File: config.mk
export PLATFORM = sky130hd
export DESIGN_NAME = lsx_expander
export DESIGN_NICKNAME = d
export VERILOG_FILES = /design/src/rtl/lsx_pkg.sv /design/src/rtl/lsx_step.sv /design/src/rtl/lsx_ctrl.sv /design/src/rtl/lsx_table.sv /design/src/rtl/lsx_expander.sv
export SDC_FILE = /design/constraint.sdc
export NUM_CORES = 1
export LEC_CHECK = 0
export ABC_AREA = 1
export BUFFER_PORTS_ARGS = -buffer_cell sky130_fd_sc_hd__buf_2
export CAP_MARGIN = 5
export CORE_AREA = 5 5 220 222
export DETAILED_ROUTE_END_ITERATION = 8
export DIE_AREA = 0 0 225 227
export HOLD_SLACK_MARGIN = 0.15
export PLACE_DENSITY = 0.85
export SLEW_MARGIN = 25
export SYNTH_ARGS = -nofsm -noshare
export SYNTH_HDL_FRONTEND = slang
export SYNTH_SLANG_ARGS = --single-unit
File: constraint.sdc
create_clock -name clk -period 4 [get_ports clk]
set_input_delay 0.4 -clock clk [delete_from_list [all_inputs] [get_ports clk]]
set_output_delay 0.4 -clock clk [all_outputs]
set_load 0.005 [all_outputs]
File: src/rtl/lsx_pkg.sv
package lsx_pkg;
  typedef enum logic [0:0] {
    LSX_IDLE = 1'b0,
    LSX_RUN  = 1'b1
  } lsx_state_e;
endpackage

File: src/rtl/lsx_step.sv
// Combinational derivation of one position's coefficient row from the previous row.
module lsx_step #(
  parameter int NCOEF = 8,
  parameter int CW    = 8,
  localparam int ROWW = NCOEF * CW
) (
  input  logic [ROWW-1:0] prev_row,
  output logic [ROWW-1:0] next_row
);
  logic [NCOEF-1:0][CW-1:0] prev_c;
  logic [NCOEF-1:0][CW-1:0] sh_c;
  logic [NCOEF-1:0][CW-1:0] next_c;

  assign prev_c = prev_row;

  // Shift every previous coefficient once; feedback bit = top two bits XORed.
  genvar gi;
  generate
    for (gi = 0; gi < NCOEF; gi++) begin : g_shift
      assign sh_c[gi] = {prev_c[gi][CW-2:0], prev_c[gi][CW-1] ^ prev_c[gi][CW-2]};
    end
  endgenerate

  // Rotate by one index; the last index folds in the wrap-around term.
  generate
    for (gi = 0; gi < NCOEF; gi++) begin : g_map
      if (gi == 0) begin : g_first
        assign next_c[gi] = sh_c[NCOEF-1];
      end else if (gi == NCOEF - 1) begin : g_last
        assign next_c[gi] = sh_c[NCOEF-2] ^ sh_c[NCOEF-1];
      end else begin : g_mid
        assign next_c[gi] = sh_c[gi-1];
      end
    end
  endgenerate

  assign next_row = next_c;
endmodule

File: src/rtl/lsx_ctrl.sv
// Sequencer: accepts a seed, walks the write index over positions 1..NPOS-1.
module lsx_ctrl
  import lsx_pkg::*;
#(
  parameter int NPOS = 8,
  localparam int IW  = (NPOS > 1) ? $clog2(NPOS) : 1
) (
  input  logic          clk,
  input  logic          rst_n,
  input  logic          seed_valid,
  output logic          seed_ready,
  output logic          load_en,
  output logic          step_en,
  output logic [IW-1:0] wr_idx,
  output logic          done
);
  lsx_state_e state_q;
  logic [IW-1:0] idx_q;
  logic done_q;

  assign seed_ready = (state_q == LSX_IDLE);
  assign load_en    = seed_valid && seed_ready;
  assign step_en    = (state_q == LSX_RUN);
  assign wr_idx     = idx_q;
  assign done       = done_q;

  always_ff @(posedge clk or negedge rst_n) begin
    if (!rst_n) begin
      state_q <= LSX_IDLE;
      idx_q   <= '0;
      done_q  <= 1'b0;
    end else begin
      if (load_en) begin
        state_q <= LSX_RUN;
        idx_q   <= IW'(1);
        done_q  <= 1'b0;
      end else if (step_en) begin
        if (idx_q == IW'(NPOS - 1)) begin
          state_q <= LSX_IDLE;
          done_q  <= 1'b1;
        end else begin
          idx_q <= idx_q + IW'(1);
        end
      end
    end
  end
endmodule

File: src/rtl/lsx_table.sv
// Coefficient storage: one row per position, row 0 loaded from the seed.
module lsx_table #(
  parameter int NPOS  = 8,
  parameter int NCOEF = 8,
  parameter int CW    = 8,
  localparam int ROWW = NCOEF * CW,
  localparam int IW   = (NPOS > 1) ? $clog2(NPOS) : 1
) (
  input  logic                 clk,
  input  logic                 rst_n,
  input  logic                 load_en,
  input  logic [ROWW-1:0]      seed_row,
  input  logic                 step_en,
  input  logic [IW-1:0]        wr_idx,
  input  logic [ROWW-1:0]      new_row,
  output logic [ROWW-1:0]      prev_row,
  output logic [NPOS*ROWW-1:0] all_rows
);
  logic [NPOS-1:0][ROWW-1:0] tab_q;

  assign prev_row = tab_q[IW'(wr_idx - IW'(1))];
  assign all_rows = tab_q;

  genvar gp;
  generate
    for (gp = 0; gp < NPOS; gp++) begin : g_row
      if (gp == 0) begin : g_seed
        always_ff @(posedge clk or negedge rst_n) begin
          if (!rst_n)       tab_q[gp] <= '0;
          else if (load_en) tab_q[gp] <= seed_row;
        end
      end else begin : g_derived
        always_ff @(posedge clk or negedge rst_n) begin
          if (!rst_n)                                      tab_q[gp] <= '0;
          else if (!load_en && step_en && wr_idx == IW'(gp)) tab_q[gp] <= new_row;
        end
      end
    end
  endgenerate
endmodule

File: src/rtl/lsx_expander.sv
module lsx_expander #(
  parameter int NPOS  = 8,
  parameter int NCOEF = 8,
  parameter int CW    = 8,
  localparam int ROWW = NCOEF * CW,
  localparam int IW   = (NPOS > 1) ? $clog2(NPOS) : 1
) (
  input  logic                 clk,
  input  logic                 rst_n,
  input  logic                 seed_valid,
  output logic                 seed_ready,
  input  logic [ROWW-1:0]      seed_data,
  output logic                 done,
  output logic [NPOS*ROWW-1:0] coef_out
);
  logic          load_en;
  logic          step_en;
  logic [IW-1:0] wr_idx;
  logic [ROWW-1:0] prev_row;
  logic [ROWW-1:0] next_row;

  lsx_ctrl #(.NPOS(NPOS)) u_ctrl (
    .clk        (clk),
    .rst_n      (rst_n),
    .seed_valid (seed_valid),
    .seed_ready (seed_ready),
    .load_en    (load_en),
    .step_en    (step_en),
    .wr_idx     (wr_idx),
    .done       (done)
  );

  lsx_step #(.NCOEF(NCOEF), .CW(CW)) u_step (
    .prev_row (prev_row),
    .next_row (next_row)
  );

  lsx_table #(.NPOS(NPOS), .NCOEF(NCOEF), .CW(CW)) u_table (
    .clk      (clk),
    .rst_n    (rst_n),
    .load_en  (load_en),
    .seed_row (seed_data),
    .step_en  (step_en),
    .wr_idx   (wr_idx),
    .new_row  (next_row),
    .prev_row (prev_row),
    .all_rows (coef_out)
  );
endmodule

==> impl_metrics.json <==
{
  "grt_overflow": 0,
  "insertion_delay_ns": 0.60,
  "hold_viol_final": 0,
  "synth_edf_count": 0,
  "synth.most_common_cell": "nand2_1",
  "synthSimpleGateAreaFrac_pct": 19.6,
  "wl_um": 87800,
  "status": "finished clean",
  "std_cell_rows": 79,
  "drtPass1Iterations": 9,
  "synth_nets": 2804,
  "slew_viol_final": 0,
  "synth_mux_area_share_pct": 0,
  "fin_nets": 3332,
  "ant_nets": 0,
  "synthAdderAreaFrac_pct": 0.373,
  "cp.required_ns": 4.45,
  "numCtsBuffers": 54,
  "relSlewSlack_pct": 28.8,
  "rsz0062_at_grt": "no",
  "endpoint_kind": "flop",
  "drc": 0,
  "synth.distinct_cells": 33,
  "worst_path_most_repeated_cell": "nand2_2",
  "yosysWarnings": 0,
  "die-height_um": 227,
  "fin_tns_setup_ns": 0,
  "ys_async_sr_fraction_pct": 100,
  "drive_above_1_share_pct": 25.7,
  "cts_root_buffer": "clkbuf_16",
  "vias": 23600,
  "initial_utilization_pct": 50.8,
  "synth_top_family_by_area": "compound AO/OA/AOI/OAI gates",
  "track_usage_pct": 33.2,
  "pin_count": 581,
  "worst_slew_pin_slew_ns": 1.07,
  "clock_tree.buffer_depth": 3,
  "wl_per_cell_um": 22.5,
  "critPathLaunchType": "flop",
  "drtIter0Drc": 3201,
  "gp_congestion": 0.914,
  "synth_top_area_share_pct": 55.1,
  "cts_tree": "done",
  "reg2regPathDepth": 9,
  "hold_depth": 2,
  "synthCells": 2730,
  "clk_pin_slew_ns": 0.06,
  "crit_chain": "inv_8, ha_1, xor2_4, buf_4, o211ai_1, nand2_2, nand2_1, nand2_2, o21ai_2",
  "setup_viol": 0,
  "synth_area_um2": 23500,
  "dieArea_um2": 51100,
  "max_freq_ghz": 0.319,
  "cp_num_buf_inv": 2,
  "min_period_over_period_pct": 78.5,
  "yosys-top-cells-area": "dfrtp_1 (55%), nand2_1 (14%), o21ai_0 (11%)",
  "crit_type": "reg2reg",
  "crit_arrival_ns": 3.59,
  "core_area_um2": 46200,
  "finClkSkew_ns": 0.0254,
  "grt_max_degree": 164,
  "clock_sinks": 517,
  "fp.dieW_um": 225,
  "fillCellCount": 3636,
  "synth-compound-area-share_pct": 20.1,
  "cp.depth": 9,
  "grt_pass1_wl_um": 133000,
  "worst-path-max-fanout": 81,
  "area_delta_synth_final_pct": 24.3,
  "seq_area_frac_synth_pct": 55.1,
  "max_cap_violations": 0,
  "htree_levels": 2,
  "hold_class": "reg2reg",
  "dpl.hpwl_um": 57500,
  "crit_path_top_delay_cell": "buf_4",
  "synth_commonest_cells": "nand2_1 (869), o21ai_0 (532), dfrtp_1 (517)",
  "synth_top_area_cell": "dfrtp_1",
  "numPortBuffers": 580,
  "ys_seq_elements": 517,
  "ys.flop_type": "dfrtp_1",
  "grt_pass1_vias": 22500,
  "synth_area_per_cell_um2": 8.60,
  "min_period_ns": 3.14,
  "diodes": 0,
  "critPathTopFamily": "buffers and inverters",
  "synth-xor-area-share_pct": 0.224,
  "slowest_delay_ns": 0.55,
  "viasPerCell": 6.05,
  "grt_antenna_before_repair": 1
}
==> worst paths after layout <==
| check | from | endpoint | slack [ns] |
|---|---|---|---|
| worst max-delay path | u_ctrl.wr_idx[0] | u_table.all_rows[443] | 0.86 |
| worst min register to register | u_ctrl.done | u_ctrl.done | 0.48 |
| min in group asynchronous | rst_n | u_table.all_rows[42] | 0.49 |
| max in group asynchronous | rst_n | u_table.all_rows[63] | 2.55 |
| worst min-delay path | u_ctrl.done | u_ctrl.done | 0.48 |
| worst max register to register | u_ctrl.wr_idx[0] | u_table.all_rows[443] | 0.86 |
==> kinds of logic after synthesis <==
logic type               Yosys count
AND/OR/NAND/NOR                 1181
adder cells (fa/ha/maj)            7
AO/OA/AOI/OAI                    786
XOR/XNOR                           3
flip-flops                       517
buffers and inverters            236
==> final cells by class <==
cell class	instances	area, µm²	area share (%)
Tap cell	607	759	2.60
Inverter	29	130	0.446
Clock buffer	74	1570	5.37
Clock inverter	19	218	0.746
Multi-Input combinational cell	1977	9520	32.6
Timing Repair Buffer	679	4040	13.8
Sequential cell	517	12900	44.4
==> flip-flops by register name (all words and copies together) (netlist names) <==
name	flops
u_ctrl.done	1
u_ctrl.step_en	1
u_ctrl.wr_idx	3
u_table.all_rows	512
==> layout by cell type (no fill, tap or decap), types with 2 or more instances in the layout <==
master         synthesis  layout
buf_2                 33     579
a21oi_1                2       2
nand2_2               30      30
clkbuf_1             139       7
dfrtp_1              517     516
buf_4                 18      17
nand2_4                4       7
nand4_1               12      12
inv_6                  0       2
clkinv_2               0      10
o22ai_1                3       3
nand3_1               21      20
o221ai_2               5       5
clkinvlp_4             0       2
ha_1                   7       6
nor2_1               242     242
dlygate4sd3_1          0      65
inv_8                  0       2
inv_4                  0       5
inv_1                 22      21
o211ai_1              35      35
clkbuf_16              0      55
o21ai_2               76      76
nand2_1              869     866
o21ai_0              532     532
o21ai_1               54      54
buf_12                 0      16
bufinv_16              0       4
o211ai_2              14      14
o221ai_1              65      65
clkbuf_8               0      12
==> worst reg2reg max path: cells and delay by family (launching register included) <==
family | cells | cell delay (ns)
AOI/OAI and AO/OA | 2 | 0.42
DFF | 1 | 0.52
buffers and inverters | 2 | 0.89
xor gates and xnor gates | 1 | 0.17
and+or+nand+nor | 3 | 0.55
adders and majority gates | 1 | 0.44
==> what timing repair did <==
item,in CTS,in global routing
hold endpoints to repair,160,0
resized for setup,0,0
setup buffers,0,0
hold buffers,65,0
==> metal layers <==
layer	up-vias	wire [µm]	track usage, %
met3	380	10900	8.67
met1	11200	30700	42.8
met2	1844	40300	51.8
met5	-	13	0
met4	2	5860	18.4
li1	10200	-	-
==> per-stage QoR <==
stage,hold slack (ns),std cells,cell area (µm²),setup WS [ns],utilization [%]
final,0.477,3902,29200,0.861,63.2
after global routing,0.516,3902,29200,0.737,63.2
after CTS,0.480,3902,29200,0.944,63.2
after detailed placement,0.464,3744,26700,0.966,57.9
after global placement,0.455,3743,26700,1.02,57.9
after floorplan,0.104,2730,23500,1.40,-
Power is not shown: default switching activity piles up to over one toggle a cycle in this logic, so the estimate is an artifact.
